**config.mk**
```make
export PLATFORM = sky130hd
export DESIGN_NAME = dcas_slice_ctrl
export DESIGN_NICKNAME = d
export VERILOG_FILES = /design/src/rtl/dcas_pkg.sv /design/src/rtl/dcas_mode_latch.sv /design/src/rtl/dcas_xi_decode.sv /design/src/rtl/dcas_token.sv /design/src/rtl/dcas_ptrs.sv /design/src/rtl/dcas_slice_ctrl.sv
export SDC_FILE = /design/constraint.sdc
export NUM_CORES = 1
export LEC_CHECK = 0
export BUFFER_PORTS_ARGS = -buffer_cell sky130_fd_sc_hd__buf_2
export CORE_ASPECT_RATIO = 2
export CORE_MARGIN = 2
export CORE_UTILIZATION = 50
export CTS_BUF_LIST = sky130_fd_sc_hd__clkbuf_2 sky130_fd_sc_hd__clkbuf_4 sky130_fd_sc_hd__clkbuf_8
export DETAILED_ROUTE_END_ITERATION = 6
export HOLD_SLACK_MARGIN = 0.1
export PLACE_DENSITY = 0.71
export SETUP_SLACK_MARGIN = 0.5
export SLEW_MARGIN = 40
export SYNTH_ARGS = -nofsm -noshare
export SYNTH_HDL_FRONTEND = slang
export SYNTH_SLANG_ARGS = --single-unit
```
**constraint.sdc**
```tcl
create_clock -name clk -period 5.7 [get_ports clk]
set_clock_uncertainty 0.1 [all_clocks]
set_input_delay 0.855 -clock clk [delete_from_list [all_inputs] [get_ports clk]]
set_output_delay 0.855 -clock clk [all_outputs]
set_load 0.02 [all_outputs]
```
**src/rtl/dcas_pkg.sv**
```systemverilog
package dcas_pkg;

  typedef enum logic [1:0] {
    MODE_SINGLE = 2'd0,
    MODE_HEAD   = 2'd1,
    MODE_FOLLOW = 2'd2
  } dcas_mode_e;

  localparam int TOK_WR  = 0;
  localparam int TOK_RD  = 1;
  localparam int TOK_CNT = 2;

  function automatic dcas_mode_e dcas_pick_mode(input logic xi_lvl_n, input logic first_lvl_n);
    if (!xi_lvl_n) return MODE_SINGLE;
    else if (!first_lvl_n) return MODE_HEAD;
    else return MODE_FOLLOW;
  endfunction

endpackage

```
**src/rtl/dcas_mode_latch.sv**
```systemverilog
module dcas_mode_latch
  import dcas_pkg::*;
(
  input  logic       clk,
  input  logic       rst_n,
  input  logic       xi_n,
  input  logic       first_n,
  output dcas_mode_e mode
);
  // Follow the pins for as long as reset is held; freeze on release.
  always_ff @(posedge clk) begin
    if (!rst_n) mode <= dcas_pick_mode(xi_n, first_n);
  end
endmodule

```
**src/rtl/dcas_xi_decode.sv**
```systemverilog
module dcas_xi_decode
  import dcas_pkg::*;
(
  input  logic               clk,
  input  logic               rst_n,
  input  logic               active,
  input  logic               xi_n,
  output logic [TOK_CNT-1:0] grant
);
  logic phase_q;   // 0: next pulse carries the write token, 1: the read token
  logic pulse;

  assign pulse         = active && !xi_n;
  assign grant[TOK_WR] = pulse && !phase_q;
  assign grant[TOK_RD] = pulse && phase_q;

  always_ff @(posedge clk) begin
    if (!rst_n)     phase_q <= 1'b0;
    else if (pulse) phase_q <= !phase_q;
  end
endmodule

```
**src/rtl/dcas_token.sv**
```systemverilog
module dcas_token (
  input  logic clk,
  input  logic rst_n,
  input  logic init_own,
  input  logic grant,
  input  logic give_up,
  output logic own
);
  always_ff @(posedge clk) begin
    if (!rst_n)       own <= init_own;
    else if (grant)   own <= 1'b1;
    else if (give_up) own <= 1'b0;
  end
endmodule

```
**src/rtl/dcas_ptrs.sv**
```systemverilog
module dcas_ptrs #(
  parameter  int DEPTH = 512,
  localparam int AW    = $clog2(DEPTH),
  localparam int CW    = $clog2(DEPTH + 1)
) (
  input  logic          clk,
  input  logic          rst_n,
  input  logic          wr_inc,
  input  logic          rd_inc,
  input  logic          rewind,
  output logic [AW-1:0] wr_ptr,
  output logic [AW-1:0] rd_ptr,
  output logic [CW-1:0] cnt
);
  localparam logic [AW-1:0] LAST = AW'(DEPTH - 1);

  always_ff @(posedge clk) begin
    if (!rst_n) begin
      wr_ptr <= '0;
      rd_ptr <= '0;
      cnt    <= '0;
    end else begin
      if (wr_inc) wr_ptr <= (wr_ptr == LAST) ? '0 : wr_ptr + AW'(1);
      if (rewind) begin
        rd_ptr <= '0;
        cnt    <= CW'(wr_ptr) + CW'(wr_inc);
      end else begin
        if (rd_inc) rd_ptr <= (rd_ptr == LAST) ? '0 : rd_ptr + AW'(1);
        cnt <= cnt + CW'(wr_inc) - CW'(rd_inc);
      end
    end
  end

  assert_cnt_bound_R7: assert property (@(posedge clk) disable iff (!rst_n)
    cnt <= CW'(DEPTH));

  assert_ptr_gap_R11: assert property (@(posedge clk) disable iff (!rst_n)
    AW'(cnt) == AW'(wr_ptr - rd_ptr));
endmodule

```
**src/rtl/dcas_slice_ctrl.sv**
```systemverilog
module dcas_slice_ctrl
  import dcas_pkg::*;
#(
  parameter  int DEPTH = 512,
  localparam int AW    = $clog2(DEPTH),
  localparam int CW    = $clog2(DEPTH + 1)
) (
  input  logic          clk,
  input  logic          rst_n,
  input  logic          first_n,
  input  logic          xi_n,
  input  logic          wr_req,
  input  logic          rd_req,
  input  logic          rewind_req,
  output logic          wr_en,
  output logic [AW-1:0] wr_addr,
  output logic          rd_en,
  output logic [AW-1:0] rd_addr,
  output logic          xo_n,
  output logic          full,
  output logic          empty,
  output logic          half_full
);
  localparam logic [AW-1:0] LAST = AW'(DEPTH - 1);
  localparam logic [CW-1:0] HALF = CW'(DEPTH / 2);

  dcas_mode_e         mode;
  logic               cascade;
  logic               head_now;
  logic [TOK_CNT-1:0] tok_grant, tok_rel, tok_own, tok_ok;
  logic [CW-1:0]      cnt;
  logic               rewind;

  dcas_mode_latch u_mode (
    .clk(clk), .rst_n(rst_n), .xi_n(xi_n), .first_n(first_n), .mode(mode)
  );

  assign cascade  = (mode != MODE_SINGLE);
  assign head_now = (dcas_pick_mode(xi_n, first_n) == MODE_HEAD);

  dcas_xi_decode u_xi (
    .clk(clk), .rst_n(rst_n), .active(cascade), .xi_n(xi_n), .grant(tok_grant)
  );

  for (genvar g = 0; g < TOK_CNT; g++) begin : g_tok
    dcas_token u_tok (
      .clk(clk), .rst_n(rst_n), .init_own(head_now),
      .grant(tok_grant[g]), .give_up(tok_rel[g]), .own(tok_own[g])
    );
    assign tok_ok[g] = !cascade || tok_own[g];
  end

  dcas_ptrs #(.DEPTH(DEPTH)) u_ptrs (
    .clk(clk), .rst_n(rst_n), .wr_inc(wr_en), .rd_inc(rd_en), .rewind(rewind),
    .wr_ptr(wr_addr), .rd_ptr(rd_addr), .cnt(cnt)
  );

  assign full      = (cnt == CW'(DEPTH));
  assign empty     = (cnt == '0);
  assign half_full = !cascade && (cnt > HALF);
  assign rewind    = rewind_req && !cascade;

  assign wr_en = wr_req && tok_ok[TOK_WR] && !full;
  assign rd_en = rd_req && tok_ok[TOK_RD] && !empty && !rewind;

  assign tok_rel[TOK_WR] = cascade && wr_en && (wr_addr == LAST);
  assign tok_rel[TOK_RD] = cascade && rd_en && (rd_addr == LAST);

  always_ff @(posedge clk) begin
    if (!rst_n) xo_n <= 1'b1;
    else        xo_n <= !(|tok_rel);
  end

  assert_single_quiet_R1: assert property (@(posedge clk) disable iff (!rst_n)
    (mode == MODE_SINGLE) |-> xo_n);

  assert_wr_token_drop_R6: assert property (@(posedge clk) disable iff (!rst_n)
    (cascade && wr_en && wr_addr == LAST) |=> !tok_own[TOK_WR]);

  assert_rd_token_drop_R6: assert property (@(posedge clk) disable iff (!rst_n)
    (cascade && rd_en && rd_addr == LAST) |=> !tok_own[TOK_RD]);
endmodule

```
==> reports/qor.csv <==
stage,metric,value,unit
hold_path,min_path_type,flip-flop to flip-flop,
sta,hold_viol_final,0,
finish,fin_area,2519,um2
yosys,synth_top_flop_cell,dfxtp_1,
critical_path,end_kind,flip-flop,
finish,final_cell_mix,"buf_2 (30), dfxtp_1 (30), nor2_1 (28), nand2_1 (24)",
grt,grt_usage,22.68,%
drt,vias,1991,
drt,drt_pre_antenna_iters,4,
placed_design,hpwlAfterDp,4.092,mm
grt,grt_max_degree,17,
placed_design,place_area,2424,um2
yosys,syn_area_per_cell,8.188,um2
floorplanning,rows,34,
yosys,syn_nets,303,
placed_design,port_buffers,30,
yosys,syn_area,2243,um2
critical_path,path_class,primary input to flip-flop,
clocking,cts_max_level,2,
pwr,pwr_density_cell,419.1,nW/um2
sta,rsz0062_at_grt,false,
floorplanning,fp.dieArea,5071,um2
clocking,cts_resized,0,
finish,nets,329,
floorplanning,die_width,51.37,um
clocking,cts_sinks,34,
clocking,cts_hold_buf,0,
sta,hold_ws,0.3719,ns
grt,grt_first_pass_wirelength,8.714,mm
yosys,synth_top_cell_by_area,dfxtp_1,
clocking,post_cts_buffers,0,
finish,final_core_util,58.05,%
sta,fin_tns_setup,0,ns
yosys,yosysSeqAreaShare,32.12,%
hold_path,min_to,u_ptrs.rd_ptr[8],
drt,routed_wl,5.187,mm
yosys,synth_top_area_share,26.77,%
grt,antenna_found_initial,0,
sta,slew_headroom,59.28,%
pwr,p_leak,1.104,nW
floorplanning,die_h,98.73,um
sta,period_needed,3.665,ns
grt,grt_pass1_vias,1966,
floorplanning,core,4339,um2
sta,tightest_slew,0.6061,ns
drt,vias_per_cell,5.608,
yosys,synthCells,274,
floorplanning,io_pins,31,
clocking,clk_pin_slew,0.07,ns
yosys,synth-edff-count,4,
status,status,"complete, no violations",
hold_path,holdPathStages,2,
floorplanning,initial_utilization,51.70,%
sta,finalMaxSlewViolations,0,
pwr,irDropWorstVdd,0.2872,mV
clocking,clock_path_buffers,2,
yosys,synth_seq_cells,34,
critical_path,cp.arrival,3.77,ns
critical_path,reg2reg_to,u_ptrs.cnt[8],
yosys,ys_async_sr_fraction,0,%
yosys,yosysUniqueCellTypes,47,
critical_path,rrSetupSlack,2.27,ns
grt,grt-ovfl-total,0,
flow_run,max-cap-violations,0,
clocking,numCtsBuffers,5,
sta,max_freq,272.9,MHz
yosys,yosys_warnings,0,
critical_path,path_max_fanout,16,
sta,setup_viol,0,
clocking,clkLatencyLatePin,0.29,ns
finish,area_delta_synth_final,12.27,%
drt,drt_iter0_drc,38,
clocking,cts_tree,built,
yosys,synthTopCellsByArea,"dfxtp_1 (27%), ha_1 (12%), edfxtp_1 (5.4%), a21oi_1 (4.7%), nor2_1 (4.7%)",
finish,fillCellCount,439,
drt,drc,0,
critical_path,worstPathRequired,5.81,ns
critical_path,startpoint_type,primary input,
clocking,cts_root_buffer,clkbuf_8,
placed_design,gp_congestion,0.7938,
sta,fin_crit_sh,64.29,%
drt,wl_per_cell,14.61,um
finish,n_antenna_cell,0,
critical_path,regToRegStartpoint,u_mode.mode[1],
hold_path,worstHoldStart,u_ptrs.rd_ptr[8],
critical_path,r2r_cells,12,
finish,layout-drive-gt1-share,14.62,%
drt,drtAntennaViolNets,0,
## critical path, cell delays in order
cell	delay, ns
buf_2	0.11
or3b_1	0.49
o211ai_4	0.16
or3_1	0.39
nand2_1	0.08
ha_1	0.18
inv_1	0.07
fa_1	0.39
nor2b_1	0.16
o221ai_1	0.20
a221oi_1	0.36
xnor2_1	0.11
a211oi_1	0.22
## routing by layer
metal	wire (um)	vias to the layer above	global-route usage [%]
met5	0	-	0
met4	172	0	11.74
met3	161	12	3.182
met2	2945	46	43.10
met1	1906	917	22.31
li1	-	1016	-
## synthesized netlist by cell type (2+ instances only)
library cell	number
xor2_1	8
and2_1	3
nand3_1	6
nand2_1	24
buf_2	2
nand4_1	6
a21o_1	3
a211oi_1	7
edfxtp_1	4
o21bai_1	2
nor2_1	28
xnor2_1	11
nand3b_1	2
dfxtp_1	30
or3_1	2
nand2b_1	3
clkbuf_1	8
mux2i_1	5
inv_1	18
o21ai_0	16
nor3_1	7
a21oi_1	21
nor2b_1	5
a31oi_1	4
ha_1	21
and3_1	7
## sequential cells by signal, indices dropped and copies added, names as in the netlist
| signal | count |
|---|---|
| xo_n | 1 |
| u_xi.phase_q | 1 |
| u_mode.mode | 2 |
| u_ptrs.wr_ptr | 9 |
| g_tok.u_tok.own | 2 |
| u_ptrs.cnt | 10 |
| u_ptrs.rd_ptr | 9 |
## final cells by class
class / instances / area, um2 / area share, %
multi-input cells: 210 / 1410 / 55.99
flip-flops and latches: 34 / 720.7 / 28.61
repair buffers: 31 / 157.7 / 6.259
clock buffers: 7 / 90.09 / 3.577
inverters: 18 / 67.56 / 2.683
well taps: 54 / 67.56 / 2.683
clock inverters: 1 / 5.005 / 0.1987
## report_power, final
part	internal [mW]	switching [mW]	leakage, nW	total [mW]
clock	0.102	0.0871	0.0517	0.189
sequential	0.279	0.0255	0.285	0.304
combinational	0.239	0.323	0.767	0.562
## cell families (layout without fill, tap and decap cells)
kind of cell	after synthesis	count (layout)	synth area share [%]
XOR/XNOR	19	19	7.418
buffers and inverters	30	57	5.298
adder cells (fa/ha/maj)	22	22	12.60
multiplexers	5	5	2.231
flip-flops	34	34	32.13
AO/OA/AOI/OAI	62	62	17.40
AND/OR/NAND/NOR	102	102	22.92
## worst max path at each step
stage               startpoint             to  slack, ns  cells after the start
finish              rewind_req  u_ptrs.cnt[8]       2.04                     13
global route        rewind_req  u_ptrs.cnt[8]       1.74                     13
CTS                 rewind_req  u_ptrs.cnt[8]       2.04                     13
detailed placement  rewind_req  u_ptrs.cnt[8]       1.74                     13
global placement    rewind_req  u_ptrs.cnt[8]       1.81                     13
floorplan           rewind_req  u_ptrs.cnt[8]       2.37                     13
## per-stage QoR
step	setup WS, ns	cells	power, mW
3_3_place_gp	1.812	347	0.8587
2_1_floorplan	2.367	274	0.7334
6_report	2.035	355	1.056
4_1_cts	2.044	355	1.058
3_5_place_dp	1.744	347	0.8657
5_1_grt	1.743	355	1.140
No activity file was read; power rests on OpenSTA's default activity.
